$ cat config.mk
export PLATFORM = sky130hd
export DESIGN_NAME = tx_out_sequencer
export DESIGN_NICKNAME = d
export VERILOG_FILES = /design/src/rtl/tx_seq_pkg.sv /design/src/rtl/tx_lock_timer.sv /design/src/rtl/tx_seq_fsm.sv /design/src/rtl/tx_seq_outdec.sv /design/src/rtl/tx_out_sequencer.sv
export SDC_FILE = /design/constraint.sdc
export NUM_CORES = 1
export LEC_CHECK = 0
export BUFFER_PORTS_ARGS = -buffer_cell sky130_fd_sc_hd__buf_2
export CAP_MARGIN = 5
export CORE_UTILIZATION = 55
export DETAILED_ROUTE_END_ITERATION = 12
export GPL_ROUTABILITY_DRIVEN = 0
export PLACE_DENSITY = 0.73
export SLEW_MARGIN = 5
export SYNTH_ARGS = -nofsm -noshare
export SYNTH_HDL_FRONTEND = slang
export SYNTH_SLANG_ARGS = --single-unit
$ cat constraint.sdc
create_clock -name clk -period 2.9 [get_ports clk]
set_input_delay 0.435 -clock clk [delete_from_list [all_inputs] [get_ports clk]]
set_output_delay 0.435 -clock clk [all_outputs]
set_load 0.02 [all_outputs]
$ cat src/rtl/tx_seq_pkg.sv
package tx_seq_pkg;
    typedef enum logic [1:0] {
        SEQ_OFF     = 2'b00,
        SEQ_LOCKING = 2'b01,
        SEQ_ACTIVE  = 2'b10
    } seq_state_t;
endpackage

$ cat src/rtl/tx_lock_timer.sv
module tx_lock_timer #(
    parameter int LOCK_CYCLES = 32800,
    parameter int CNT_W       = 16
) (
    input  logic clk,
    input  logic rst_n,
    input  logic run,
    output logic done
);
    localparam logic [CNT_W-1:0] TERM = CNT_W'(LOCK_CYCLES - 1);

    logic [CNT_W-1:0] count;

    // Counter holds at zero outside the wait, so each new wait starts fresh.
    always_ff @(posedge clk or negedge rst_n) begin
        if (!rst_n)
            count <= '0;
        else if (!run)
            count <= '0;
        else if (count != TERM)
            count <= count + 1'b1;
    end

    assign done = run && (count == TERM);

    assert_no_overflow_R4: assert property (@(posedge clk) disable iff (!rst_n)
        count <= TERM);

    // every entry into the wait begins at zero
    assert_restart_R6: assert property (@(posedge clk) disable iff (!rst_n)
        $rose(run) |-> (count == '0));
endmodule

$ cat src/rtl/tx_seq_fsm.sv
module tx_seq_fsm
    import tx_seq_pkg::*;
(
    input  logic       clk,
    input  logic       rst_n,
    input  logic       done,
    output seq_state_t state
);
    seq_state_t nxt;

    always_comb begin
        nxt = state;
        unique case (state)
            SEQ_OFF:     nxt = SEQ_LOCKING;
            SEQ_LOCKING: if (done) nxt = SEQ_ACTIVE;
            SEQ_ACTIVE:  nxt = SEQ_ACTIVE;
            default:     nxt = SEQ_OFF;
        endcase
    end

    always_ff @(posedge clk or negedge rst_n) begin
        if (!rst_n)
            state <= SEQ_OFF;
        else
            state <= nxt;
    end

    assert_enter_lock_R2: assert property (@(posedge clk) disable iff (!rst_n)
        (state == SEQ_OFF) |=> (state == SEQ_LOCKING));

    assert_lock_exit_R3: assert property (@(posedge clk) disable iff (!rst_n)
        (state == SEQ_LOCKING && done) |=> (state == SEQ_ACTIVE));

    assert_hold_active_R5: assert property (@(posedge clk) disable iff (!rst_n)
        (state == SEQ_ACTIVE) |=> (state == SEQ_ACTIVE));
endmodule

$ cat src/rtl/tx_seq_outdec.sv
module tx_seq_outdec
    import tx_seq_pkg::*;
(
    input  seq_state_t state,
    input  logic       bal_mode,
    output logic       mult_en,
    output logic       term_en,
    output logic       term_hi,
    output logic       drv_en,
    output logic       locked
);
    always_comb begin
        mult_en = 1'b0;
        term_en = 1'b0;
        drv_en  = 1'b0;
        locked  = 1'b0;
        unique case (state)
            SEQ_OFF: ;
            SEQ_LOCKING: begin
                mult_en = 1'b1;
                term_en = 1'b1;
            end
            SEQ_ACTIVE: begin
                mult_en = 1'b1;
                term_en = 1'b1;
                drv_en  = 1'b1;
                locked  = 1'b1;
            end
            default: ;
        endcase
    end

    // Plain coding uses the low-power, high-resistance termination.
    assign term_hi = ~bal_mode;
endmodule

$ cat src/rtl/tx_out_sequencer.sv
module tx_out_sequencer
    import tx_seq_pkg::*;
#(
    parameter int LOCK_CYCLES = 32800,
    parameter int CNT_W       = 16
) (
    input  logic clk,
    input  logic pwr_on,
    input  logic bal_mode,
    output logic mult_en,
    output logic term_en,
    output logic term_hi,
    output logic drv_en,
    output logic locked
);
    seq_state_t state;
    logic       done;

    tx_lock_timer #(.LOCK_CYCLES(LOCK_CYCLES), .CNT_W(CNT_W)) u_timer (
        .clk  (clk),
        .rst_n(pwr_on),
        .run  (state == SEQ_LOCKING),
        .done (done)
    );

    tx_seq_fsm u_fsm (
        .clk  (clk),
        .rst_n(pwr_on),
        .done (done),
        .state(state)
    );

    tx_seq_outdec u_dec (
        .state   (state),
        .bal_mode(bal_mode),
        .mult_en (mult_en),
        .term_en (term_en),
        .term_hi (term_hi),
        .drv_en  (drv_en),
        .locked  (locked)
    );

    assert_off_quiet_R1: assert property (@(posedge clk)
        !pwr_on |-> (!mult_en && !term_en && !drv_en && !locked));

    assert_drv_after_wait_R3: assert property (@(posedge clk) disable iff (!pwr_on)
        $rose(drv_en) |-> ($past(term_en) && $past(mult_en) && !$past(drv_en)));
endmodule

==> results.sh <==
export IMPL_grtUsageTotal_pct=18.70
export IMPL_worstPathRequired_ns=3.08
export IMPL_p_int_uw=300.6
export IMPL_seq_power_share_pct=66.2
export IMPL_grt_pass1_vias=621
export IMPL_combPwrFrac_pct=2.0
export IMPL_synth_cells=99
export IMPL_layout_commonest_cell="dfrtp_1"
export IMPL_netSwitchingFraction_pct=20.67
export IMPL_die_area_mm2=0.002023
export IMPL_drive_gt1_share_pct=12.62
export IMPL_peakVddDrop_uv=200.4
export IMPL_design_area_mm2=0.001060
export IMPL_wl_mm=1.631
export IMPL_min_path_type="in2async"
export IMPL_drtPass1Iterations=4
export IMPL_ctsResizeCount=0
export IMPL_dpl_cell_area_mm2=0.001037
export IMPL_fp_dieW_um=44.98
export IMPL_drv_slew=0
export IMPL_cts_tree="yes"
export IMPL_clockBufferDepth=2
export IMPL_numCtsBuffers=3
export IMPL_finalNonFillerCells=128
export IMPL_slew_headroom_pct=58.95
export IMPL_synth_cell_types=32
export IMPL_max_stage_delay_ns=0.41
export IMPL_clkLatencyLatePin_ns=0.29
export IMPL_syn_to_final_growth_pct=4.311
export IMPL_p_sw_uw=78.35
export IMPL_path_buf_inv=0
export IMPL_drtIter0Drc=13
export IMPL_path_clk_slew_ns=0.10
export IMPL_clock_sinks=18
export IMPL_die_y_um=44.98
export IMPL_postCtsHoldBufs=0
export IMPL_grt_ovfl_total=0
export IMPL_final_util_pct=61.38
export IMPL_fin_crit_sh_pct=63.00
export IMPL_grt_start_max_net_pins=23
export IMPL_postCtsSetupBuffers=0
export IMPL_avgViaCountPerCell=5.609
export IMPL_fmax_ghz=0.5473
export IMPL_num_rows=15
export IMPL_yosys_warnings=0
export IMPL_clock_root_buffer="clkbuf_4"
export IMPL_syn_num_nets=106
export IMPL_rsz0062_at_grt="no"
export IMPL_crit_slowest_cell="dfrtp_1"
export IMPL_status="completed"
export IMPL_yosysTopAreaCell="dfrtp_1"
export IMPL_setup_slack_ns=1.073
export IMPL_max_cap_violations=0
export IMPL_clkPwrFrac_pct=31.8
export IMPL_n_antenna_cell=0
export IMPL_fp_coreArea_mm2=0.001727
export IMPL_yosysTopAreaCellShare_pct=44.33
export IMPL_critPathKind="reg2reg"
export IMPL_leakage_uw=0.0005010
export IMPL_wl_per_cell_um=12.74
export IMPL_final_nets=112
export IMPL_critPathTopFamily="simple AND/OR/NAND/NOR gates"
export IMPL_critPathMaxFanout=8
export IMPL_startpoint_type="flop"
export IMPL_crit_chain="ha_1 > and4_4 > and4_4 > nand2b_1 > mux2_1"
export IMPL_antenna_found_initial=0
export IMPL_cp_arrival_ns=2.00
export IMPL_synth_area_leaders="dfrtp_1 44%, xnor2_1 6.0%, and2_1 5.5%, ha_1 4.9%, mux2i_1 3.9%"
export IMPL_pin_count=8
export IMPL_final_cell_mix="18 x dfrtp_1, 9 x nand2_1, 9 x and2_1"
export IMPL_postRouteAntennaNets=0
export IMPL_finalSetupTns_ns=0
export IMPL_cts_max_level=1
export IMPL_avgSynthCellArea_um2=10.26
export IMPL_drc=0
export IMPL_setup_viol=0
export IMPL_numPortBuffers=7
export IMPL_pre_cts_ws_ns=1.085
export IMPL_powerDensity_mw_per_mm2=357.6
export IMPL_ys_seq_area_share_pct=44.33
export IMPL_dp_hpwl_mm=1.175
export IMPL_min_period_ns=1.827
export IMPL_start_util_pct=58.84
export IMPL_placed_cells=125
export IMPL_hold_viol=0
export IMPL_worst_clock_skew_ns=0.003347
export IMPL_synth_seq_cells=18
export IMPL_grt_pass1_wl_mm=2.677
export IMPL_vias=718
export IMPL_path_common_cell="and4_4"
export IMPL_tightest_slew_ns=0.6158
export IMPL_synth_area_mm2=0.001016
export IMPL_end_kind="flop"
path summary, 6_finish.rpt:
check / from / endpoint / slack [ns] / cells after the start
min in group clk: u_fsm.state[0] / u_fsm.state[0] / 0.53 / 1
setup / recovery: u_timer.count[0] / u_fsm.state[1] / 1.07 / 5
hold reg to reg: u_fsm.state[0] / u_fsm.state[0] / 0.53 / 1
max in group asynchronous: pwr_on / u_timer.count[4] / 2.57 / 1
setup reg to reg: u_timer.count[0] / u_fsm.state[1] / 1.07 / 5
hold / removal: pwr_on / u_timer.count[13] / 0.05 / 1
stage by stage:
stage | hold slack [ns] | total power [µW]
6_report | 0.05394 | 379.0
5_1_grt | 0.07889 | 393.9
4_1_cts | 0.06832 | 382.2
3_5_place_dp | 0.3854 | 263.7
3_3_place_gp | 0.3773 | 263.5
2_1_floorplan | 0.1394 | 257.1
synthesized netlist by cell type:
| master | n |
|---|---|
| nand2_1 | 9 |
| nor4_1 | 3 |
| inv_2 | 1 |
| mux2_1 | 2 |
| nor3b_1 | 1 |
| or4_1 | 1 |
| mux2i_1 | 4 |
| o21a_1 | 1 |
| and4_4 | 2 |
| nand3b_1 | 1 |
| nand2b_1 | 4 |
| and2_1 | 9 |
| nor2_1 | 1 |
| xnor2_1 | 7 |
| buf_6 | 2 |
| nor2b_1 | 1 |
| o21ai_0 | 1 |
| buf_4 | 2 |
| clkbuf_1 | 2 |
| nor3_1 | 2 |
| a31oi_1 | 1 |
| xor2_1 | 1 |
| and3_1 | 1 |
| and4_1 | 2 |
| dfrtp_1 | 18 |
| a21boi_1 | 1 |
| or4b_1 | 1 |
| nand4_1 | 4 |
| o211ai_1 | 2 |
| inv_1 | 4 |
| ha_1 | 4 |
| nand3_1 | 4 |
layout make-up:
class	count	area [µm²]
flip-flops and latches	18	450.4
fillers	160	666.9
clock buffers	3	22.52
inverters	5	18.77
repair buffers	7	35.03
multi-input cells	70	501.7
well taps	25	31.28
sequential cells by signal, summed over array words and instances (netlist names):
register / flops
u_fsm.state: 2
u_timer.count: 16
per-layer routing:
layer	share of wire, %	routed length (µm)	vias to the layer above	track usage [%]
met1	48	790	346	25.06
met4	2.1	34	0	10.91
met2	47	761	14	28.99
li1	-	-	353	-
met3	2.7	44	5	2.400
met5	0	0	-	0
worst reg2reg max path: cells and delay by family, from the launching register on:
kind / cells / cell delay [ns]
flip-flops: 1 / 0.41
multiplexers: 1 / 0.34
AND/OR/NAND/NOR: 3 / 0.72
adder cells (fa/ha/maj): 1 / 0.24
logic make-up (layout without fill, tap and decap cells):
logic type	Yosys count	in the layout	share of synthesized area (%)
flops	18	18	44.33
mux	6	6	6.158
fa+ha+maj	4	4	4.926
buf+inv	11	15	6.280
compound gates	6	6	4.064
xor+xnor	8	8	6.897
simple gates	46	46	27.34
power groups by stage:
stage	logic (µW)	registers (µW)	clock network (µW)
2_1_floorplan	1.24	256	0
3_3_place_gp	7.77	256	0
3_5_place_dp	8.00	256	0
4_1_cts	8.01	251	123
5_1_grt	8.98	251	134
6_report	7.53	251	121
Power figures use the tool's default switching activity.
